<file path="src/rtl/ocmp_pkg.sv">
package ocmp_pkg;

    typedef enum logic [1:0] {
        MODE_FREE = 2'b00,
        MODE_CLR  = 2'b01,
        MODE_PWM  = 2'b10,
        MODE_RSVD = 2'b11
    } mode_e;

    typedef enum logic [1:0] {
        ACT_HOLD   = 2'b00,
        ACT_TOGGLE = 2'b01,
        ACT_LOW    = 2'b10,
        ACT_HIGH   = 2'b11
    } act_e;

    localparam logic [1:0] ADDR_CNT  = 2'd0;
    localparam logic [1:0] ADDR_CMP  = 2'd1;
    localparam logic [1:0] ADDR_CTL  = 2'd2;
    localparam logic [1:0] ADDR_FLAG = 2'd3;

    localparam int CTL_FORCE_BIT = 7;

endpackage

</file>
<file path="src/rtl/ocmp_counter.sv">
module ocmp_counter #(
    parameter int W = 8
) (
    input  logic         clk,
    input  logic         rst_n,
    input  logic         tick,
    input  logic         ld,
    input  logic [W-1:0] ld_val,
    input  logic         clr,
    output logic [W-1:0] cnt,
    output logic         blank,
    output logic         at_top
);

    localparam logic [W-1:0] TOP_VAL = '1;
    localparam logic [W-1:0] INC     = {{(W-1){1'b0}}, 1'b1};

    always_ff @(posedge clk) begin
        if (!rst_n) begin
            cnt   <= '0;
            blank <= 1'b0;
        end else if (ld) begin
            cnt   <= ld_val;
            blank <= 1'b1;
        end else if (tick) begin
            blank <= 1'b0;
            cnt   <= clr ? '0 : cnt + INC;
        end
    end

    assign at_top = (cnt == TOP_VAL);

    AST_BLANK_HOLDS: assert property (@(posedge clk) disable iff (!rst_n)
        (blank && !tick && !ld) |=> blank);

endmodule

</file>
<file path="src/rtl/ocmp_cmpreg.sv">
module ocmp_cmpreg #(
    parameter int W = 8
) (
    input  logic         clk,
    input  logic         rst_n,
    input  logic         wr,
    input  logic [W-1:0] wr_val,
    input  logic         buffered,
    input  logic         load,
    output logic [W-1:0] active
);

    logic [W-1:0] shadow;

    always_ff @(posedge clk) begin
        if (!rst_n) begin
            shadow <= '0;
            active <= '0;
        end else begin
            if (wr)
                shadow <= wr_val;
            if (wr && !buffered)
                active <= wr_val;
            else if (load)
                active <= shadow;
        end
    end

    AST_SHADOW_ONLY_AT_TOP: assert property (@(posedge clk) disable iff (!rst_n)
        (buffered && !load) |=> $stable(active));

endmodule

</file>
<file path="src/rtl/ocmp_wave.sv">
module ocmp_wave
    import ocmp_pkg::*;
(
    input  logic clk,
    input  logic rst_n,
    input  logic match,
    input  logic top_evt,
    input  logic pwm,
    input  act_e act,
    input  logic force_req,
    input  act_e force_act,
    input  logic flag_clr,
    output logic oc,
    output logic flag
);

    function automatic logic apply_act(input act_e a, input logic cur);
        logic r;
        unique case (a)
            ACT_HOLD:   r = cur;
            ACT_TOGGLE: r = ~cur;
            ACT_LOW:    r = 1'b0;
            ACT_HIGH:   r = 1'b1;
        endcase
        return r;
    endfunction

    always_ff @(posedge clk) begin
        if (!rst_n) begin
            oc <= 1'b0;
        end else if (force_req) begin
            oc <= apply_act(force_act, oc);
        end else if (pwm) begin
            if (top_evt) begin
                unique case (act)
                    ACT_LOW:  oc <= 1'b1;
                    ACT_HIGH: oc <= 1'b0;
                    default:  oc <= oc;
                endcase
            end else if (match) begin
                unique case (act)
                    ACT_LOW:  oc <= 1'b0;
                    ACT_HIGH: oc <= 1'b1;
                    default:  oc <= oc;
                endcase
            end
        end else if (match) begin
            oc <= apply_act(act, oc);
        end
    end

    always_ff @(posedge clk) begin
        if (!rst_n)
            flag <= 1'b0;
        else if (match)
            flag <= 1'b1;
        else if (flag_clr)
            flag <= 1'b0;
    end

    AST_FLAG_ON_HIT: assert property (@(posedge clk) disable iff (!rst_n)
        match |=> flag);
    AST_FORCE_NO_FLAG: assert property (@(posedge clk) disable iff (!rst_n)
        (force_req && !match && !flag) |=> !flag);

endmodule

</file>
<file path="src/rtl/ocmp_channel.sv">
module ocmp_channel
    import ocmp_pkg::*;
#(
    parameter int W = 8
) (
    input  logic         clk,
    input  logic         rst_n,
    input  logic         tick,
    input  logic         wr_en,
    input  logic [1:0]   wr_addr,
    input  logic [W-1:0] wr_data,
    output logic [W-1:0] cnt_o,
    output logic [W-1:0] cmp_o,
    output logic         oc_o,
    output logic         flag_o
);

    mode_e mode_q;
    act_e  act_q;

    logic wr_cnt, wr_cmp, wr_ctl, wr_flag;
    logic blank, at_top, match, top_evt, pwm, clr, force_req;
    mode_e wr_mode;
    act_e  wr_act;

    assign wr_cnt  = wr_en && (wr_addr == ADDR_CNT);
    assign wr_cmp  = wr_en && (wr_addr == ADDR_CMP);
    assign wr_ctl  = wr_en && (wr_addr == ADDR_CTL);
    assign wr_flag = wr_en && (wr_addr == ADDR_FLAG) && wr_data[0];
    assign wr_mode = mode_e'(wr_data[1:0]);
    assign wr_act  = act_e'(wr_data[3:2]);

    always_ff @(posedge clk) begin
        if (!rst_n) begin
            mode_q <= MODE_FREE;
            act_q  <= ACT_HOLD;
        end else if (wr_ctl) begin
            mode_q <= wr_mode;
            act_q  <= wr_act;
        end
    end

    assign pwm       = (mode_q == MODE_PWM);
    assign match     = tick && !wr_cnt && !blank && (cnt_o == cmp_o);
    assign top_evt   = tick && !wr_cnt && pwm && at_top;
    assign clr       = match && (mode_q == MODE_CLR);
    assign force_req = wr_ctl && wr_data[CTL_FORCE_BIT] && (wr_mode != MODE_PWM);

    ocmp_counter #(.W(W)) u_counter (
        .clk    (clk),
        .rst_n  (rst_n),
        .tick   (tick),
        .ld     (wr_cnt),
        .ld_val (wr_data),
        .clr    (clr),
        .cnt    (cnt_o),
        .blank  (blank),
        .at_top (at_top)
    );

    ocmp_cmpreg #(.W(W)) u_cmpreg (
        .clk      (clk),
        .rst_n    (rst_n),
        .wr       (wr_cmp),
        .wr_val   (wr_data),
        .buffered (pwm),
        .load     (top_evt),
        .active   (cmp_o)
    );

    ocmp_wave u_wave (
        .clk       (clk),
        .rst_n     (rst_n),
        .match     (match),
        .top_evt   (top_evt),
        .pwm       (pwm),
        .act       (act_q),
        .force_req (force_req),
        .force_act (wr_act),
        .flag_clr  (wr_flag),
        .oc        (oc_o),
        .flag      (flag_o)
    );

    AST_CLR_TO_ZERO: assert property (@(posedge clk) disable iff (!rst_n)
        (match && mode_q == MODE_CLR) |=> (cnt_o == '0));
    AST_DIRECT_CMP: assert property (@(posedge clk) disable iff (!rst_n)
        (wr_cmp && !pwm) |=> (cmp_o == $past(wr_data)));
    AST_MASKED_NO_FLAG: assert property (@(posedge clk) disable iff (!rst_n)
        (blank && tick && !flag_o) |=> !flag_o);
    AST_PIN_KEEPS: assert property (@(posedge clk) disable iff (!rst_n)
        (wr_ctl && !wr_data[CTL_FORCE_BIT] && !match && !top_evt) |=> $stable(oc_o));

endmodule

</file>
<file path="config.mk">
export PLATFORM = sky130hd
export DESIGN_NAME = ocmp_channel
export DESIGN_NICKNAME = d
export VERILOG_FILES = /design/src/rtl/ocmp_pkg.sv /design/src/rtl/ocmp_counter.sv /design/src/rtl/ocmp_cmpreg.sv /design/src/rtl/ocmp_wave.sv /design/src/rtl/ocmp_channel.sv
export SDC_FILE = /design/constraint.sdc
export NUM_CORES = 1
export LEC_CHECK = 0
export BUFFER_PORTS_ARGS = -buffer_cell sky130_fd_sc_hd__buf_2
export CORE_MARGIN = 1.5
export CORE_UTILIZATION = 55
export CTS_CLUSTER_DIAMETER = 120
export CTS_CLUSTER_SIZE = 24
export DETAILED_ROUTE_END_ITERATION = 7
export PLACE_DENSITY = 0.8
export SYNTH_ARGS = -nofsm -noshare
export SYNTH_HDL_FRONTEND = slang
export SYNTH_SLANG_ARGS = --single-unit
</file>
<file path="constraint.sdc">
create_clock -name clk -period 5.2 [get_ports clk]
set_input_delay 1.56 -clock clk [delete_from_list [all_inputs] [get_ports clk]]
set_output_delay 1.56 -clock clk [all_outputs]
set_load 0.03 [all_outputs]
</file>
Word level (Yosys, flattened, before mapping)

Index checks and enable logic that the tools add are counted.

Register bits: 31
Bits in latches: 0
Bits in writable memories: 0
ROM bits: 0
Input port bits: 14
Output and inout bits: 18
Word-level logic and storage cells: 71
Memories kept: 0

Add/subtract/negate cells: 1
Multipliers: 0
Div/mod/pow operators: 0
$lt $le $gt $ge: 0
Eq/ne operators: 17
Shift-type cells: 0
Muxes and demuxes: 18
Bitwise logic cells: 1
Reduce and logical (&&, ||, !) cells: 26

Operator list:

| operator                                             | count |
|---|---|
| two-way mux 8 bit                                    | 5 |
| equality test 2 bit (second input constant)          | 7 |
| logical AND 1 bit                                    | 14 |
| two-way mux 1 bit                                    | 9 |
| adder 8 x 1 -> 8 bit (second input constant)         | 1 |
| equality test 2 x 1 -> 1 bit (second input constant) | 4 |
| equality test 8 bit                                  | 1 |
| equality test 8 bit (second input constant)          | 1 |
| logical NOT 2 bit                                    | 3 |
| one-hot mux 1 bit (3 select lines)                   | 2 |
| nonzero test 2 bit                                   | 3 |
| nonzero test 3 bit                                   | 2 |
| AND reduction 5 bit                                  | 1 |
| != test 2 bit (second input constant)                | 2 |
| != test 4 x 1 -> 1 bit (second input constant)       | 1 |
| one-hot mux 1 bit (2 select lines)                   | 2 |
| logical NOT 1 bit                                    | 3 |
| != test 3 bit (second input constant)                | 1 |
| NOT 1 bit                                            | 1 |

Longest topological paths before layout

Word-level depth: 10
Depth in mapped cells: 7

By module

Synthesis repeated with hierarchy kept, for this count alone.

Cells, all modules: 195
Area total of the unflattened synthesis: 1808.0 um^2

By module, submodules not included:

| module       | instances | cells an instance | area an instance (um^2) |
|---|---|---|---|
| ocmp_cmpreg  | 1         | 63                | 713.2 |
| ocmp_counter | 1         | 73                | 596.8 |
| ocmp_channel | 1         | 38                | 321.6 |
| ocmp_wave    | 1         | 21                | 176.4 |

Worst setup path after synthesis

Ideal clock, no wire load.

Path kind: in2reg
Start: input wr_en
End: register u_wave.oc
Setup time: 0.091 ns
Arrival: 2.717 ns
Required time: 5.109 ns
Path slack: 2.392 ns
Cell stages on the path: 6
Buffers on the path: 1
Path through: nor3b_4 -> nor4_2 -> buf_6 -> a211oi_1 -> a211o_1 -> a311oi_1

Cells in the longest elaborated chain, start to end: 8
Elaborated cells on any way between the ends: 19
Classes of those cells: 3 x eq/ne; 3 x mux; 13 x reduce/logical

Ends and longest elaborated chain:

| element                         | line                                   | text |
|---|---|---|
| start, declared                 | ocmp_channel.sv:9                      | `input logic wr_en,` |
| logical AND 1 bit               | ocmp_channel.sv:26                     | `assign wr_cnt = wr_en && (wr_addr == ADDR_CNT);` |
| logical NOT 1 bit               | ocmp_channel.sv:44, ocmp_channel.sv:45 |  |
| logical AND 1 bit               | ocmp_channel.sv:44, ocmp_channel.sv:45 |  |
| logical AND 1 bit (2 in series) | ocmp_channel.sv:45                     | `assign top_evt = tick && !wr_cnt && pwm && at_top;` |
| two-way mux 1 bit               | ocmp_wave.sv:34                        | `if (top_evt) begin` |
| two-way mux 1 bit               | ocmp_wave.sv:33                        | `end else if (pwm) begin` |
| two-way mux 1 bit               | ocmp_wave.sv:31                        | `end else if (force_req) begin` |
| end signal, assigned            | ocmp_wave.sv:32                        | `oc <= apply_act(force_act, oc);` |
| end signal, assigned            | ocmp_wave.sv:48                        | `oc <= apply_act(act, oc);` |
| end, declared                   | ocmp_wave.sv:13                        | `output logic oc,` |

Several ways; a longest one is shown, not always the timed one.
A chain may end at the register's enable or synchronous reset.

Worst setup path in the final report

Same ends and word-level chain as after synthesis.

==> reports/metrics.csv <==
metric;value;unit
status;finished clean;
final.period_utilization;0.662;
min_period;3.44;ns
relSlewSlack;0.154;
clk_latency;0.35;ns
grt_max_degree;32;
power.density;260;mW/mm^2
place_hpwl;2840;um
synth_top_area_share;0.366;
seqCellArea;621;um^2
peakVddDrop;0.188;mV
antenna_found_initial;0;
path_cells;buf_2 > nor3b_4 > nor4_2 > a211oi_1 > a211o_1 > a311oi_1;
setup_violations;0;
io_buffers;31;
async_reset_ff_frac;0;
leakagePower;0.841;nW
synth_edf_count;0;
setup-tns-final;0;ns
nFillCells;245;
synthTopCellsByArea;dfxtp_1, mux2i_1, nor2_1;
yosysTopAreaCell;dfxtp_1;
syn_inst;189;
post-route-util;0.658;
drive_gt1_frac;0.227;
cts_inserted_buffers;5;
hp-class;flip-flop to flip-flop;
initial_core_util;0.595;
clock_tree.root_cell;clkbuf_4;
max-cap-violations;0;
drt-wirelength-per-cell;15.9;um
dr.pass1.iters;4;
grt_pass1_wl;6590;um
timing.fmax;291;MHz
slowest_delay;1.09;ns
cts_tree;yes;
ys_ff_latch;31;
grt-ovfl-total;0;
synthFlopType;dfxtp_1;
finalWeightedCongestion;0.883;
setup.worst_path.class;primary input to flip-flop;
layout.cells.non_filler;247;
synth_area;0.00170;mm^2
cp-end-kind;flip-flop;
grt_usage;0.259;
drt_iter0_drc;62;
top_usage_layer;met2;
area_growth_syn_to_layout;10.6;%
die_area;0.00343;mm^2
drc_errors;0;
wirelength;3930;um
hold-worst-slack;0.509;ns
arrival;3.68;ns
synth.yosys.seq_area_share;0.366;
vias;1466;
io_pins;32;
ctsHoldBuffers;0;
rows;19;
crit_required;5.44;ns
grtUsageMet3;0.0484;
path_clk_slew;0.10;ns
fp.dieH;58.6;um
ys_top_cells_by_count;dfxtp_1, nor2_1, mux2i_1;
syn_nets;204;
coreArea;0.00285;mm^2
multi_input_area;995;um^2
use_met2;0.398;
synth_most_common_cell;dfxtp_1;
die_w;58.6;um
post_cts_buffers;0;
finClkSkew;0.0137;ns
cts_resized;0;
vias_per_cell;5.94;
ys_types;39;
synth.avg_cell_area;8.98;um^2
tightest_slew;1.26;ns
drtAntennaViolNets;0;
finalMaxSlewViolations;0;
fin_nets;230;
place_inst;239;
clk_path_buf_depth;2;
worst_setup_path_start_kind;primary input;
slowest_stage;nor4_2;
cts-htree-levels;2;
antenna_cells;0;
yosysWarnings;0;
hold_viol;0;
grt_pass1_vias;1395;
grtUsageMet1;0.342;
rsz0062_at_grt;false;
crit_fanout;22;
numClockSinks;31;
-- kinds of logic after synthesis --
kind of cell / Yosys count / share of synthesized area
adders and majority gates: 1 / 0.00737
DFF: 31 / 0.366
AOI/OAI and AO/OA: 30 / 0.121
and+or+nand+nor: 76 / 0.262
muxes: 20 / 0.118
xor gates and xnor gates: 15 / 0.0774
buffers and inverters: 16 / 0.0486
-- critical path: cells and delay by family --
family | cells | cell delay [ns]
simple gates | 2 | 1.31
compound gates | 3 | 0.67
buf+inv | 1 | 0.13
-- metrics by stage --
step	instance area (um^2)	setup WS (ns)	total power, mW
final	1880	1.76	0.488
after global routing	1880	1.63	0.510
after CTS	1880	1.78	0.491
after detailed placement	1820	1.43	0.352
after global placement	1820	1.49	0.349
after floorplan	1700	2.39	0.325
-- registers in the layout, summed over array words and instances, names as in the netlist --
name             flops
u_counter.cnt        8
u_cmpreg.active      8
act_q                2
u_wave.flag          1
mode_q               2
u_counter.blank      1
u_cmpreg.shadow      8
u_wave.oc            1
-- cell usage in the layout (no fill, tap or decap), types with 2 or more instances in the layout --
master / n
a31oi_1: 7
nor4_2: 3
inv_1: 3
xnor2_1: 3
buf_2: 31
nor3b_4: 2
o21ai_0: 4
nand3_1: 10
nand4b_1: 2
xor2_1: 12
nor3_1: 2
dfxtp_1: 31
nor2_1: 29
nand2_1: 12
mux2i_1: 20
clkbuf_4: 5
nor3b_1: 2
a21oi_1: 4
nand3b_1: 5
nand4_1: 2
a211oi_1: 9
-- final timing paths --
kind / from / end / slack [ns] / depth (start not counted)
worst max-delay path: wr_en / u_wave.oc / 1.76 / 6
worst min-delay path: u_cmpreg.shadow[2] / u_cmpreg.shadow[2] / 0.51 / 2
worst max register to register: u_counter.cnt[0] / u_wave.oc / 2.45 / 6
worst min register to register: u_cmpreg.shadow[2] / u_cmpreg.shadow[2] / 0.51 / 2
-- final cells by class --
class	count	share of cell area
inverters	4	0.00799
well taps	31	0.0207
multi-input cells	142	0.530
flip-flops and latches	31	0.330
clock inverters	2	0.00666
clock buffers	6	0.0220
repair buffers	31	0.0826
-- per-layer routing --
metal  part of all wire  routed length, um
met1               0.46               1800
met2               0.46               1810
met3              0.061                241
met4              0.017                 66
met5                  0                  0
-- power by group --
part / total [mW] / internal [mW] / switching [mW]
clock network: 0.140 / 0.0521 / 0.0884
logic: 0.0854 / 0.0318 / 0.0536
registers: 0.262 / 0.248 / 0.0136
No activity file was read; power rests on OpenSTA's default activity.
